**config.mk**
```make
export PLATFORM = sky130hd
export DESIGN_NAME = dmat_top
export DESIGN_NICKNAME = d
export VERILOG_FILES = /design/src/rtl/dmat_pkg.sv /design/src/rtl/dmat_chan.sv /design/src/rtl/dmat_seq.sv /design/src/rtl/dmat_top.sv
export SDC_FILE = /design/constraint.sdc
export NUM_CORES = 1
export LEC_CHECK = 0
export BUFFER_PORTS_ARGS = -buffer_cell sky130_fd_sc_hd__buf_2
export CORE_ASPECT_RATIO = 0.6
export CORE_UTILIZATION = 30
export DETAILED_ROUTE_END_ITERATION = 7
export SYNTH_ARGS = -nofsm -noshare
export SYNTH_HDL_FRONTEND = slang
export SYNTH_SLANG_ARGS = --single-unit
```
**constraint.sdc**
```tcl
create_clock -name clk -period 7.1 [get_ports clk]
set_input_delay 1.42 -clock clk [delete_from_list [all_inputs] [get_ports clk]]
set_output_delay 1.42 -clock clk [all_outputs]
set_load 0.05 [all_outputs]
```
**src/rtl/dmat_pkg.sv**
```systemverilog
package dmat_pkg;

    typedef enum logic [1:0] {
        U_BYTE  = 2'd0,
        U_WORD  = 2'd1,
        U_LONG  = 2'd2,
        U_BLK16 = 2'd3
    } unit_e;

    typedef enum logic [1:0] {
        M_AUTO   = 2'd0,
        M_EDGE   = 2'd1,
        M_LEVEL  = 2'd2,
        M_PERIPH = 2'd3
    } mode_e;

    typedef enum logic [1:0] {
        S_IDLE = 2'd0,
        S_RD   = 2'd1,
        S_WR   = 2'd2
    } seq_e;

    typedef struct packed {
        unit_e unit;
        mode_e mode;
    } chan_fmt_t;

    function automatic logic [4:0] unit_bytes(unit_e u);
        case (u)
            U_BYTE:  return 5'd1;
            U_WORD:  return 5'd2;
            U_LONG:  return 5'd4;
            default: return 5'd16;
        endcase
    endfunction

    function automatic logic [2:0] unit_step(unit_e u);
        return (u == U_BLK16) ? 3'd4 : 3'd1;
    endfunction

    function automatic logic bad_combo(chan_fmt_t f);
        return (f.unit == U_BLK16) && (f.mode == M_LEVEL || f.mode == M_PERIPH);
    endfunction

    function automatic logic misaligned(logic [3:0] lo, unit_e u);
        logic [4:0] mask;
        mask = unit_bytes(u) - 5'd1;
        return |(lo & mask[3:0]);
    endfunction

endpackage

```
**src/rtl/dmat_chan.sv**
```systemverilog
module dmat_chan
    import dmat_pkg::*;
#(
    parameter int AW = 16,
    parameter int CW = 8
) (
    input  logic          clk,
    input  logic          rst,
    input  logic          cfg_we,
    input  logic [AW-1:0] cfg_sar,
    input  logic [AW-1:0] cfg_dar,
    input  logic [CW-1:0] cfg_tcr,
    input  chan_fmt_t     cfg_fmt,
    input  logic          ctl_we,
    input  logic          ctl_de,
    input  logic          ctl_ie,
    input  logic          ctl_te_clr,
    input  logic          dreq,
    input  logic          grant,
    input  logic          done,
    output logic [AW-1:0] sar,
    output logic [AW-1:0] dar,
    output logic [CW-1:0] tcr,
    output unit_e         unit,
    output logic          de,
    output logic          te,
    output logic          irq,
    output logic          cfg_err,
    output logic          want
);

    chan_fmt_t     fmt_q;
    logic          ie_q;
    logic          dreq_q;
    logic          pend_q;
    logic          req_ok;
    logic [CW-1:0] step;
    logic [CW-1:0] tcr_nx;
    logic [AW-1:0] adv;

    always_comb begin
        step   = CW'(unit_step(fmt_q.unit));
        tcr_nx = (tcr > step) ? tcr - step : '0;
        adv    = AW'(unit_bytes(fmt_q.unit));
        case (fmt_q.mode)
            M_AUTO:  req_ok = 1'b1;
            M_EDGE:  req_ok = pend_q;
            default: req_ok = dreq;
        endcase
    end

    always_ff @(posedge clk) begin
        if (rst) begin
            sar    <= '0;
            dar    <= '0;
            tcr    <= '0;
            fmt_q  <= '0;
            de     <= 1'b0;
            ie_q   <= 1'b0;
            te     <= 1'b0;
            dreq_q <= 1'b0;
            pend_q <= 1'b0;
        end else begin
            dreq_q <= dreq;
            if (grant)
                pend_q <= 1'b0;
            else if (fmt_q.mode == M_EDGE && dreq && !dreq_q)
                pend_q <= 1'b1;
            if (cfg_we) begin
                sar   <= cfg_sar;
                dar   <= cfg_dar;
                tcr   <= cfg_tcr;
                fmt_q <= cfg_fmt;
            end else if (done) begin
                sar <= sar + adv;
                dar <= dar + adv;
                tcr <= tcr_nx;
                if (tcr_nx == '0)
                    te <= 1'b1;
            end
            if (ctl_we) begin
                de   <= ctl_de;
                ie_q <= ctl_ie;
                if (ctl_te_clr)
                    te <= 1'b0;
            end
        end
    end

    assign unit    = fmt_q.unit;
    assign cfg_err = bad_combo(fmt_q);
    assign irq     = te & ie_q;
    assign want    = de & ~te & (tcr != '0) & ~cfg_err & req_ok;

endmodule

```
**src/rtl/dmat_seq.sv**
```systemverilog
module dmat_seq
    import dmat_pkg::*;
#(
    parameter int AW  = 16,
    parameter int DW  = 16,
    parameter int NCH = 2
) (
    input  logic           clk,
    input  logic           rst,
    input  logic [NCH-1:0] want,
    input  logic           halt,
    input  logic [AW-1:0]  sar [NCH],
    input  logic [AW-1:0]  dar [NCH],
    input  unit_e          unit [NCH],
    input  logic           mem_ack,
    input  logic [DW-1:0]  mem_rdata,
    output logic           mem_req,
    output logic           mem_we,
    output logic [AW-1:0]  mem_addr,
    output logic [1:0]     mem_size,
    output logic [DW-1:0]  mem_wdata,
    output logic [NCH-1:0] grant,
    output logic [NCH-1:0] done,
    output logic           ae_set
);

    localparam int IW = (NCH > 1) ? $clog2(NCH) : 1;

    seq_e          st_q;
    logic [IW-1:0] ch_q;
    logic [IW-1:0] pick;
    logic          found;
    logic          start;
    logic [DW-1:0] buf_q;

    always_comb begin
        pick  = '0;
        found = 1'b0;
        for (int i = NCH - 1; i >= 0; i--) begin
            if (want[i]) begin
                pick  = IW'(i);
                found = 1'b1;
            end
        end
        start = (st_q == S_IDLE) && !halt && found;
        grant = '0;
        if (start)
            grant[pick] = 1'b1;
        done = '0;
        if (st_q == S_WR && mem_ack)
            done[ch_q] = 1'b1;
    end

    assign mem_req   = (st_q != S_IDLE);
    assign mem_we    = (st_q == S_WR);
    assign mem_addr  = mem_we ? dar[ch_q] : sar[ch_q];
    assign mem_size  = unit[ch_q];
    assign mem_wdata = buf_q;
    assign ae_set    = mem_req && misaligned(mem_addr[3:0], unit[ch_q]);

    always_ff @(posedge clk) begin
        if (rst) begin
            st_q  <= S_IDLE;
            ch_q  <= '0;
            buf_q <= '0;
        end else begin
            case (st_q)
                S_IDLE: if (start) begin
                    ch_q <= pick;
                    st_q <= S_RD;
                end
                S_RD: if (mem_ack) begin
                    buf_q <= mem_rdata;
                    st_q  <= S_WR;
                end
                S_WR: if (mem_ack)
                    st_q <= S_IDLE;
                default: st_q <= S_IDLE;
            endcase
        end
    end

endmodule

```
**src/rtl/dmat_top.sv**
```systemverilog
module dmat_top
    import dmat_pkg::*;
#(
    parameter int AW  = 16,
    parameter int DW  = 16,
    parameter int CW  = 8,
    parameter int NCH = 2
) (
    input  logic              clk,
    input  logic              rst,
    input  logic [NCH-1:0]    cfg_we,
    input  logic [AW-1:0]     cfg_sar,
    input  logic [AW-1:0]     cfg_dar,
    input  logic [CW-1:0]     cfg_tcr,
    input  logic [1:0]        cfg_unit,
    input  logic [1:0]        cfg_mode,
    input  logic [NCH-1:0]    ctl_we,
    input  logic              ctl_de,
    input  logic              ctl_ie,
    input  logic              ctl_te_clr,
    input  logic              op_we,
    input  logic              op_dme,
    input  logic              op_nmif_clr,
    input  logic              op_ae_clr,
    input  logic              nmi_in,
    input  logic [NCH-1:0]    dreq,
    output logic              mem_req,
    output logic              mem_we,
    output logic [AW-1:0]     mem_addr,
    output logic [1:0]        mem_size,
    output logic [DW-1:0]     mem_wdata,
    input  logic              mem_ack,
    input  logic [DW-1:0]     mem_rdata,
    output logic [NCH*AW-1:0] sar_o,
    output logic [NCH*AW-1:0] dar_o,
    output logic [NCH*CW-1:0] tcr_o,
    output logic [NCH-1:0]    de_o,
    output logic [NCH-1:0]    te_o,
    output logic [NCH-1:0]    irq_o,
    output logic [NCH-1:0]    cfg_err_o,
    output logic              dme_o,
    output logic              nmif_o,
    output logic              ae_o
);

    logic [AW-1:0]  sar_w [NCH];
    logic [AW-1:0]  dar_w [NCH];
    unit_e          unit_w [NCH];
    logic [NCH-1:0] want;
    logic [NCH-1:0] grant;
    logic [NCH-1:0] done;
    logic           ae_set;
    logic           halt;
    chan_fmt_t      fmt_in;

    assign fmt_in = '{unit: unit_e'(cfg_unit), mode: mode_e'(cfg_mode)};
    assign halt   = ~dme_o | nmif_o | ae_o;

    always_ff @(posedge clk) begin
        if (rst) begin
            dme_o  <= 1'b0;
            nmif_o <= 1'b0;
            ae_o   <= 1'b0;
        end else begin
            if (op_we)
                dme_o <= op_dme;
            if (nmi_in)
                nmif_o <= 1'b1;
            else if (op_we && op_nmif_clr)
                nmif_o <= 1'b0;
            if (ae_set)
                ae_o <= 1'b1;
            else if (op_we && op_ae_clr)
                ae_o <= 1'b0;
        end
    end

    for (genvar g = 0; g < NCH; g++) begin : g_ch
        dmat_chan #(.AW(AW), .CW(CW)) u_chan (
            .clk        (clk),
            .rst        (rst),
            .cfg_we     (cfg_we[g]),
            .cfg_sar    (cfg_sar),
            .cfg_dar    (cfg_dar),
            .cfg_tcr    (cfg_tcr),
            .cfg_fmt    (fmt_in),
            .ctl_we     (ctl_we[g]),
            .ctl_de     (ctl_de),
            .ctl_ie     (ctl_ie),
            .ctl_te_clr (ctl_te_clr),
            .dreq       (dreq[g]),
            .grant      (grant[g]),
            .done       (done[g]),
            .sar        (sar_w[g]),
            .dar        (dar_w[g]),
            .tcr        (tcr_o[g*CW +: CW]),
            .unit       (unit_w[g]),
            .de         (de_o[g]),
            .te         (te_o[g]),
            .irq        (irq_o[g]),
            .cfg_err    (cfg_err_o[g]),
            .want       (want[g])
        );
        assign sar_o[g*AW +: AW] = sar_w[g];
        assign dar_o[g*AW +: AW] = dar_w[g];
    end

    dmat_seq #(.AW(AW), .DW(DW), .NCH(NCH)) u_seq (
        .clk       (clk),
        .rst       (rst),
        .want      (want),
        .halt      (halt),
        .sar       (sar_w),
        .dar       (dar_w),
        .unit      (unit_w),
        .mem_ack   (mem_ack),
        .mem_rdata (mem_rdata),
        .mem_req   (mem_req),
        .mem_we    (mem_we),
        .mem_addr  (mem_addr),
        .mem_size  (mem_size),
        .mem_wdata (mem_wdata),
        .grant     (grant),
        .done      (done),
        .ae_set    (ae_set)
    );

endmodule

```
Word level (Yosys, flattened, before mapping):

Cells that the tools add are included.

* bits in registers: 120
* output and inout port bits: 127
* bits of input ports: 77

* mux-type cells: 58
* reduce and logical (&&, ||, !) cells: 40
* order comparisons: 7
* bitwise gates (word level): 19
* add/sub/neg operators: 7
* equal/unequal tests: 19

Operators by type and width (count)
* $mux W16: 15
* $add A16 B5 Y16: 4
* $mux W8: 6
* $pmux W5 S3: 2
* $eq A2 B2 Y1 const B: 10
* $mux W1: 19
* $gt A8 B3 Y1: 2
* $logic_not A8 Y1: 2
* $mux W2: 8
* $reduce_bool A8 Y1: 2
* $sub A8 B3 Y8: 2
* $logic_and A1 B1 Y1: 14
* $eq A2 B1 Y1 const B: 6
* $logic_not A2 Y1: 6
* $and A1 B1 Y1: 10
* $reduce_bool A2 Y1: 5
* $pmux W3 S3: 1
* $mux W3: 2
* $pmux W2 S3: 1
* $not A1 Y1: 5
* $and A4 B4 Y4: 1
* $lt A1 B2 Y1 const B: 2
* $ne A2 B2 Y1 const B: 2
* $pmux W1 S2: 2
* other kinds (13): 21

Logic depth before layout (Yosys ltp):

Gate-level depths: netlist of run 1.

* depth after elaboration: 14
* mapped depth: 9
* gate-level depth less buffers: 9

Cells and area by module:

From an unflattened synthesis of run 1, not the netlist that was laid out.

* cells, all modules: 854
* area, all modules: 7111.8 um^2

By module, submodules not included
* dmat_chan: area an instance 2889.0 um^2, cells each 356, instances 2, seq. area each 980.9 um^2
* dmat_seq: area an instance 1219.9 um^2, cells each 129, instances 1, seq. area each 380.4 um^2
* dmat_top: area an instance 113.9 um^2, cells each 13, instances 1, seq. area each 60.1 um^2

Worst setup path before layout of run 1:

No wires, ideal clock.

* kind: register -> output
* start: register u_seq.st_q[1]
* end: output mem_addr[10]
* arrival: 1800 ps
* data required time: 5680 ps
* stages on the path, launching flop included: 5
* path slack: 3880 ps
* path buffers: 1
* path through: dfxtp_1 -> nand2b_4 -> inv_4 -> buf_2 -> mux4_2

* longest elaborated chain between the ends: 2

Ends and longest elaborated chain
* start: declaration: RTL line dmat_seq.sv:29 `seq_e st_q;`
* start signal: assignment: RTL line dmat_seq.sv:63 `st_q <= S_IDLE;`
* start signal: assignment: RTL line dmat_seq.sv:70 `st_q <= S_RD;`
* start signal: assignment: RTL line dmat_seq.sv:74 `st_q <= S_WR;`
* $eq A2 B2 Y1: RTL line dmat_seq.sv:55 `assign mem_we = (st_q == S_WR);`
* named net mem_we: RTL line dmat_top.sv:28 `output logic mem_we,`
* $mux W16: RTL line dmat_seq.sv:56 `assign mem_addr = mem_we ? dar[ch_q] : sar[ch_q];`
* end: declaration: RTL line dmat_top.sv:29 `output logic [AW-1:0] mem_addr,`

The timed path passes the listed nets, and every way through them passes these cells.

Final worst setup path of run 1:

* start: register u_seq.ch_q
* end: output mem_addr[0]

* longest elaborated chain between the ends: 5

Ends and longest elaborated chain
* start: declaration: RTL line dmat_seq.sv:30 `logic [IW-1:0] ch_q;`
* start signal: assignment: RTL line dmat_seq.sv:69 `ch_q <= pick;`
* $not A1 Y2 (implied by the code) (*): RTL line dmat_seq.sv:56
* $mux W16 (implied by the code) (3 in series): RTL line dmat_seq.sv:56
* $mux W16 (*): RTL line dmat_seq.sv:56

Every way passes the cells marked *; elsewhere a longest branch is shown, timed or not. The select of a mux whose other input is x is not followed.

==> results of run 1 <==
-- registers in the layout (all words and copies together) (netlist names) --
register            flops
g_ch.u_chan.dar        32
g_ch.u_chan.sar        32
g_ch.u_chan.tcr        16
u_seq.mem_wdata        16
g_ch.u_chan.fmt_q       4
g_ch.u_chan.unit        4
g_ch.u_chan.de          2
g_ch.u_chan.dreq_q      2
g_ch.u_chan.ie_q        2
g_ch.u_chan.pend_q      2
g_ch.u_chan.te          2
u_seq.st_q              2
ae_o                    1
dme_o                   1
nmif_o                  1
u_seq.ch_q              1
-- area by class of cell --
cell class	count	share of cell area, %
diodes	3	0.08421
well taps	315	4.421
flip-flops and latches	120	26.95
clock inverters	11	1.656
multi-input cells	633	48.35
inverters	35	1.502
repair buffers	210	11.99
clock buffers	21	5.053
-- cell families after synthesis --
| kind of cell | count (synthesis) | synth area share (%) |
|---|---|---|
| adder cells (fa/ha/maj) | 26 | 5.006 |
| multiplexers | 37 | 8.091 |
| flip-flops | 120 | 33.84 |
| buffers and inverters | 92 | 5.429 |
| AND/OR/NAND/NOR | 285 | 19.83 |
| AO/OA/AOI/OAI | 225 | 20.40 |
| XOR/XNOR | 60 | 7.404 |
-- synth_stat cells (8+ instances only) --
cell type  instances
ha_1              22
xnor2_1           20
mux2i_1           21
o21ai_0           41
inv_1             33
buf_4              8
mux4_2            11
nor2b_1           16
nor3_1            11
o211ai_1          12
nand3_1           16
clkbuf_1          40
a21oi_1           74
a31oi_1            9
and3_1            11
a211oi_1          39
xor2_1            40
nor2_1            97
nand2_1           69
nand4_1           16
dfxtp_1          120
-- worst max-delay path, stage by stage, from the launching register on --
cell and delay (ps):
dfxtp_1 1100, mux2i_1 240, mux2i_1 260, buf_2 310
-- power breakdown --
group	internal, mW	switching [mW]
clock	0.562	0.324
sequential	0.710	0.0638
combinational	0.120	0.273
total	1.39	0.661
-- through the flow --
stage | power, mW | setup slack [ps] | instances
finish | 2.052 | 3349 | 1348
global route | 2.129 | 3182 | 1348
CTS | 2.065 | 3313 | 1345
detailed placement | 1.177 | 3749 | 1313
global placement | 1.175 | 3800 | 1313
floorplan | 1.049 | 3880 | 845
-- path summary, 6_finish.rpt --
path / startpoint / endpoint / slack, ps / cells after the start
min: u_seq.mem_wdata[13]$_SDFFE_PP0P_ / u_seq.mem_wdata[13]$_SDFFE_PP0P_ / 450 / 2
min reg2reg: u_seq.mem_wdata[13]$_SDFFE_PP0P_ / u_seq.mem_wdata[13]$_SDFFE_PP0P_ / 450 / 2
max: u_seq.ch_q$_SDFFE_PP0P_ / mem_addr[0] / 3350 / 3
max reg2reg: g_ch[1].u_chan.unit[1]$_SDFFE_PP0P_ / g_ch[1].u_chan.sar[15]$_SDFFE_PP0P_ / 4150 / 8
-- per-layer routing --
| metal | global-route usage, % | vias up | wire (um) |
|---|---|---|---|
| met2 | 27.91 | 282 | 10200 |
| li1 | - | 3417 | - |
| met1 | 31.04 | 3340 | 12920 |
| met3 | 6.472 | 25 | 2195 |
| met4 | 5.582 | 4 | 320 |
| met5 | 0 | - | 23 |
==> out/results.ini, run 1 <==
[logic_synthesis]
synth_edf_count=0
yosysWarnings=0
syn_inst=845
synth_seq_cells=120
yosys.area.top_type=dfxtp_1
synth_area_leaders=dfxtp_1 34%, a21oi_1 5.2%, nor2_1 5.1%
ys_seq_area_share_pct=33.84
netlist_area_um2=7098
synth_top_area_share_pct=33.84
ys_types=66
synth_ff_type=dfxtp_1
synthArstFlopShare_pct=0
postSynthAreaPerCell_um2=8.400
synth_fp_nets=948

[clocking]
ctsResizeCount=0
cts.sinks=120
insertion_delay_ps=420
clock_tree.buffer_depth=2
cts_tree=done
root_buffer=clkbuf_16
cts_made_buffers=17
htree_levels=4
cts_setup_buffers=0
cts_hold_buf=0
clkTransAtPathRegs_ps=60

[place]
port_buffers=203
place.gp.congestion=0.8700
hpwlAfterDp_um=19200
placed_cell_area_um2=8309

[global_route]
grt_usage_pct=20.76
grt_max_degree=95
grt_pass1_vias=6336
grt_pass1_wl_um=38510
gr-total-overflow=0
antenna_found_initial=5

[floorplan]
rows=43
die_area_um2=24300
core-area_um2=23130
initial_core_util_pct=30.68
die_x_um=200.6
boundaryPins=204
die_height_um=121.1

[pwr]
ir_drop_v=0.0001239
leakage_nw=3.743
power.density_nw_per_um2=230.2

[worst_setup_path]
cp.required_ps=5680
crit_type=reg2out
end_kind=output pin
crit_path_start_kind=register
critical_path_arrival_ps=2330
cp_max_fo=27

[sta]
rsz0062_at_grt=false
fin_setup_tns_ps=0
hold_slack_ps=449.2
hold_viol=0
tightest_slew_ps=1183
max_slew_margin_pct=21.05
setup_viol=0
timing.fmax_ghz=0.2666
min_period_ps=3751
fin_skew_ps=12.71
fin_crit_sh_pct=52.84
drv_slew=0

[routing]
first_pass_iters=5
drtAntennaViolNets=0
wl_um=25670
vias=7068
drt_iter0_drc=696
drc=0
wl_per_cell_um=19.04
viasPerCell=5.243

[layout]
seqCellArea_um2=2402
layout_commonest_cell=buf_2
fin_area_um2=8915
final_core_util_pct=38.53
nNetsFinal=1120
nFillCells=2406
layout_common_cells=203 x buf_2, 120 x dfxtp_1, 97 x nor2_1, 74 x a21oi_1, 69 x nand2_1
layout-drive-gt1-share_pct=25.63
multiInputGateArea_um2=4310
syn2layout_area_growth_pct=25.59

[run]
drv_cap=0

[run_status]
status=complete, no violations

[hold_path]
hp-class=reg2reg

Power figures use the tool's default switching activity.
==> run 2, diff against run 1 <==
ABC_AREA = 1   (was unset)
clock period = 3.1 ns   (was 7.1 ns; I/O delays follow)
==> out/results.ini, run 2 <==
[run_status]
status=complete, no violations

[worst_setup_path]
critPathTopFamily=buffers and inverters
worst-r2r-cell-count=14
cp_max_fo=29
critical_path_arrival_ps=1960
path_cells=inv_2 > nor2_4 > buf_4 > inv_2 > nand3_1 > nand2_1 > inv_1 > buf_2
cpMostUsedCell=inv_2
end_kind=output pin
crit_path_start_kind=register
cp_slowest_cell=dfxtp_1
crit_cells=8
crit_path_max_incr_delay_ps=340
cp.required_ps=2480
crit_type=reg2out
cp_num_buf_inv=5

[global_route]
grt_pass1_vias=7739
grt_max_degree=79
grt_pass1_wl_um=46090
grt_usage_pct=22.85
antenna_found_initial=7
gr-total-overflow=0

[clocking]
htree_levels=4
cts_setup_buffers=0
root_buffer=clkbuf_16
cts.sinks=120
cts_made_buffers=17
clkTransAtPathRegs_ps=50
cts_tree=done
clock_tree.buffer_depth=2
insertion_delay_ps=420
ctsResizeCount=0
cts_hold_buf=0

[routing]
drtAntennaViolNets=0
drc=0
vias=8911
drt_iter0_drc=899
wl_um=30730
wl_per_cell_um=17.36
viasPerCell=5.034
first_pass_iters=5

[floorplan]
initial_core_util_pct=30.74
core-area_um2=25390
rows=45
die_area_um2=26690
die_x_um=210.3
die_height_um=127.0
boundaryPins=204

[logic_synthesis]
syn_inst=1228
synth_ff_type=dfxtp_1
synth_seq_cells=120
ys_types=40
synth_commonest_cells=294 x nand2_1, 183 x inv_1, 120 x dfxtp_1
yosys.area.top_type=dfxtp_1
synth_area_leaders=dfxtp_1 31%, nand2_1 14%, inv_1 8.8%
synth_fp_nets=1331
postSynthAreaPerCell_um2=6.357
ys_seq_area_share_pct=30.77
netlist_area_um2=7806
synth_top_area_share_pct=30.77
synthArstFlopShare_pct=0
yosysWarnings=0
synth_edf_count=0
synth_most_common_cell=nand2_1

[layout]
layout_common_cells=294 x nand2_1, 203 x buf_2, 183 x inv_1, 120 x dfxtp_1, 118 x a21oi_1
seqCellArea_um2=2402
reg_top3=g_ch.u_chan.dar x32, g_ch.u_chan.sar x32
layout_commonest_cell=nand2_1
syn2layout_area_growth_pct=22.90
nFillCells=2748
nNetsFinal=1506
multiInputGateArea_um2=4358
layout-drive-gt1-share_pct=20.06

[sta]
min_period_ps=2582
hold_viol=0
setup_viol=0
fin_skew_ps=8.342
drv_slew=0
fin_crit_sh_pct=83.29
timing.fmax_ghz=0.3873
fin_setup_tns_ps=0
max_slew_margin_pct=32.48
rsz0062_at_grt=false
tightest_slew_ps=1013
hold_slack_ps=409.6

[place]
hpwlAfterDp_um=23690
port_buffers=203
place.gp.congestion=1.005

[hold_path]
whs_path_depth=3
hp-class=in2reg

[pwr]
power.density_nw_per_um2=486.7
leakage_nw=4.611
ir_drop_v=0.0003391

[run]
drv_cap=0

-- run 2: changes by cell type after synthesis, moves of 22 or more --
cell and change:
a31oi_1 +26, nand2_1 +225, a21oi_1 +44, xor2_1 -25, inv_1 +150, o21ai_0 +22
o22ai_1 +29, a211oi_1 -39, nand3_1 +80
-- run 2: cell families after synthesis --
kind of cell | after synthesis | share of synthesized area (%)
adder cells (fa/ha/maj) | 26 | 4.552
buffers and inverters | 251 | 13.40
flip-flops | 120 | 30.77
AO/OA/AOI/OAI | 278 | 19.71
AND/OR/NAND/NOR | 535 | 29.54
XOR/XNOR | 18 | 2.020
-- run 2: layout make-up --
class | instances | share of cell area, %
multi-input combinational | 857 | 45.42
antenna | 2 | 0.05216
clock buffer | 24 | 5.125
inverter | 192 | 7.512
sequential | 120 | 25.04
tap | 352 | 4.591
timing repair buffer | 215 | 11.53
clock inverter | 8 | 0.7303
-- run 2: path summary, 6_finish.rpt --
check	to	startpoint	slack [ps]
worst max register to register	g_ch[0].u_chan.sar[14]$_SDFFE_PP0P_	g_ch[0].u_chan.unit[0]$_SDFFE_PP0P_	780
worst min register to register	u_seq.mem_wdata[2]$_SDFFE_PP0P_	u_seq.mem_wdata[2]$_SDFFE_PP0P_	440
worst max-delay path	mem_addr[3]	u_seq.st_q[1]$_SDFFE_PP0P_	520
worst min-delay path	nmif_o$_SDFFE_PP0P_	nmi_in	410
-- run 2: worst reg2reg max path, delay by kind of cell, from the launching register on --
kind	cells	cell delay (ps)
buffers and inverters	3	290
DFF	1	360
adders and majority gates	1	420
and+or+nand+nor	8	700
AOI/OAI and AO/OA	2	400
-- run 2: through the flow --
step / instance area, um2 / setup WS [ps] / utilization [%] / total power, mW / cells
global placement: 9027 / 825.2 / 35.55 / 2.753 / 1736
finish: 9594 / 517.9 / 37.78 / 4.670 / 1770
CTS: 9589 / 512.7 / 37.76 / 4.687 / 1768
detailed placement: 9027 / 827.9 / 35.55 / 2.759 / 1736
floorplan: 7806 / 620.4 / - / 2.451 / 1228
global route: 9592 / 376.9 / 37.77 / 4.873 / 1769
-- run 2: report_power, final --
| group | internal, mW | switching (mW) | total [mW] |
|---|---|---|---|
| sequential | 1.62 | 0.122 | 1.74 |
| combinational | 0.270 | 0.730 | 1.00 |
| clock | 1.18 | 0.747 | 1.93 |
-- run 2: layer usage --
metal  share of wire [%]  track usage, %  up-vias
met5                0.21               0        -
met4                 1.1           4.981       10
met3                  12           7.700       35
met2                  38           29.41      449
met1                  48           35.23     4054
li1                    -               -     4363
==> run 3, diff against run 2 <==
clock period = 2.1 ns   (was 3.1 ns; I/O delays follow)
==> out/results.ini, run 3 (same netlist as run 2, synthesis figures left out) <==
[clocking]
cts.sinks=120
clkTransAtPathRegs_ps=60
cts_made_buffers=17
insertion_delay_ps=430
clock_tree.buffer_depth=2
htree_levels=4
root_buffer=clkbuf_16
cts_tree=done

[floorplan]
boundaryPins=204
initial_core_util_pct=30.74
rows=45
core-area_um2=25390
die_height_um=127.0
die_area_um2=26690
die_x_um=210.3

[place]
port_buffers=203
hpwlAfterDp_um=24230
place.gp.congestion=0.9707
placed_cell_area_um2=9454

[worst_setup_path]
crit_cells=6
endpoint=mem_addr[8]
r2r_start=g_ch[0].u_chan.unit[1]$_SDFFE_PP0P_
critPathTopFamily=buffers and inverters
worst-r2r-cell-count=13
path_cells=clkinv_4 > buf_4 > o21ai_0 > a21oi_1 > a21oi_2 > buf_6
crit_path_start_kind=register
end_kind=output pin
crit_path_max_incr_delay_ps=380
critPathLaunch=u_seq.ch_q$_SDFFE_PP0P_
critical_path_arrival_ps=1660
rrSetupSlack_ps=120
crit-reg2reg-capture=g_ch[0].u_chan.dar[8]$_SDFFE_PP0P_
cp_max_fo=9
crit_type=reg2out
cp_slowest_cell=dfxtp_4
cp.required_ps=1680
cp_num_buf_inv=3

[run]
drv_cap=0

[sta]
max_slew_margin_pct=57.26
tightest_slew_ps=635.3
fin_crit_sh_pct=98.92
fin_skew_ps=8.985
timing.fmax_ghz=0.4814
hold_viol=0
drv_slew=0
hold_slack_ps=204.6
setup_viol=0
rsz0062_at_grt=true
min_period_ps=2077

[routing]
drtAntennaViolNets=0
drt_iter0_drc=946
first_pass_iters=5
viasPerCell=5.020
dr.max_layer_used=met5
wl_met2_um=11660
dr_wl_met3_um=3737
vias=9176
wl_met1_um=16070
wl_um=31890
wl_per_cell_um=17.45
drc=0

[pwr]
ir_drop_v=0.0004975
leakage_nw=5.040
p_total_mw=7.446
switchingPower_mw=2.435
power.density_nw_per_um2=699.4
power_frac_seq_pct=34.4
comb_power_share_pct=22.4
clkPwrFrac_pct=43.2
internal-power_mw=5.011
switching_share_pct=32.70

[layout]
fin_area_um2=10650
layout_common_cells=279 x nand2_1, 186 x buf_2, 172 x inv_1, 106 x dfxtp_1, 101 x a21oi_1
nNetsFinal=1564
nFillCells=2667
layout_commonest_cell=nand2_1
layout-drive-gt1-share_pct=29.19
syn2layout_area_growth_pct=36.38
reg_top3=g_ch.u_chan.dar x32, g_ch.u_chan.sar x32

[global_route]
grt_pass1_wl_um=48030
grt_pass1_vias=8083
grt_max_degree=79
antenna_found_initial=8
grt_usage_pct=23.77
gr-total-overflow=0

[hold_path]
hp-class=in2reg

[run_status]
status=complete, no violations

==> run 3: changes by cell type in the layout (fill, tap and decap cells not counted), sizes merged <==
cell    previous run  this run
inv              192       191
bufinv             1         4
diode              2         3
buf              215       272
nand2            304       305
clkinv             5         2
==> run 3: worst min-delay path, cell delays in order <==
cell     delay (ps)
buf_2            70
a21oi_1          30
nor2_1           70
==> run 3: worst min path at each step <==
| stage | to | start | cells after the start | slack [ps] |
|---|---|---|---|---|
| after floorplan | g_ch[0].u_chan.pend_q$_SDFFE_PP0P_ | g_ch[0].u_chan.pend_q$_SDFFE_PP0P_ | 2 | 460 |
| after global placement | u_seq.mem_wdata[9]$_SDFFE_PP0P_ | u_seq.mem_wdata[9]$_SDFFE_PP0P_ | 2 | 430 |
| after detailed placement | u_seq.mem_wdata[8]$_SDFFE_PP0P_ | u_seq.mem_wdata[8]$_SDFFE_PP0P_ | 2 | 430 |
| after CTS | nmif_o$_SDFFE_PP0P_ | nmi_in | 3 | 190 |
| after global routing | nmif_o$_SDFFE_PP0P_ | nmi_in | 3 | 210 |
| final | nmif_o$_SDFFE_PP0P_ | nmi_in | 3 | 200 |
==> run 3: power groups by stage <==
stage	clock network [mW]	logic, mW	registers [mW]
finish	3.21	1.67	2.56
global route	3.40	1.80	2.58
CTS	3.27	1.58	2.55
detailed placement	0	1.55	2.60
global placement	0	1.54	2.60
floorplan	0	0.757	2.87
==> run 3: cell type report <==
class	count	area [um2]	area share [%]
antenna	3	7.507	0.07051
clock buffer	24	491.7	4.619
clock inverter	7	140.1	1.316
inverter	192	725.7	6.816
multi-input combinational	858	4692	44.07
sequential	120	2430	22.82
tap	352	440.4	4.137
timing repair buffer	272	1719	16.15
==> run 3: per-layer routing <==
layer / global-route usage, % / vias to the layer above
met5: 0 / -
met1: 36.98 / 4195
li1: - / 4492
met4: 4.508 / 6
met3: 8.888 / 33
met2: 29.78 / 450
==> run 3: what timing repair did <==
action,in CTS,in global routing
setup buffers,7,8
setup endpoints to repair,28,61
gates cloned,1,1
gates resized for setup,41,92
pin swaps,8,28
hold buffers,0,0
==> run 3: through the flow <==
stage	std cells	utilization (%)	TNS (ps)	setup slack (ps)
after detailed placement	1778	37.23	-186.3	-62.34
after CTS	1817	40.61	0	1.528
after floorplan	1228	-	0	40.05
after global placement	1778	37.23	-8.110	-8.110
final	1828	41.93	0	22.78
after global routing	1826	41.91	-378.2	-60.41
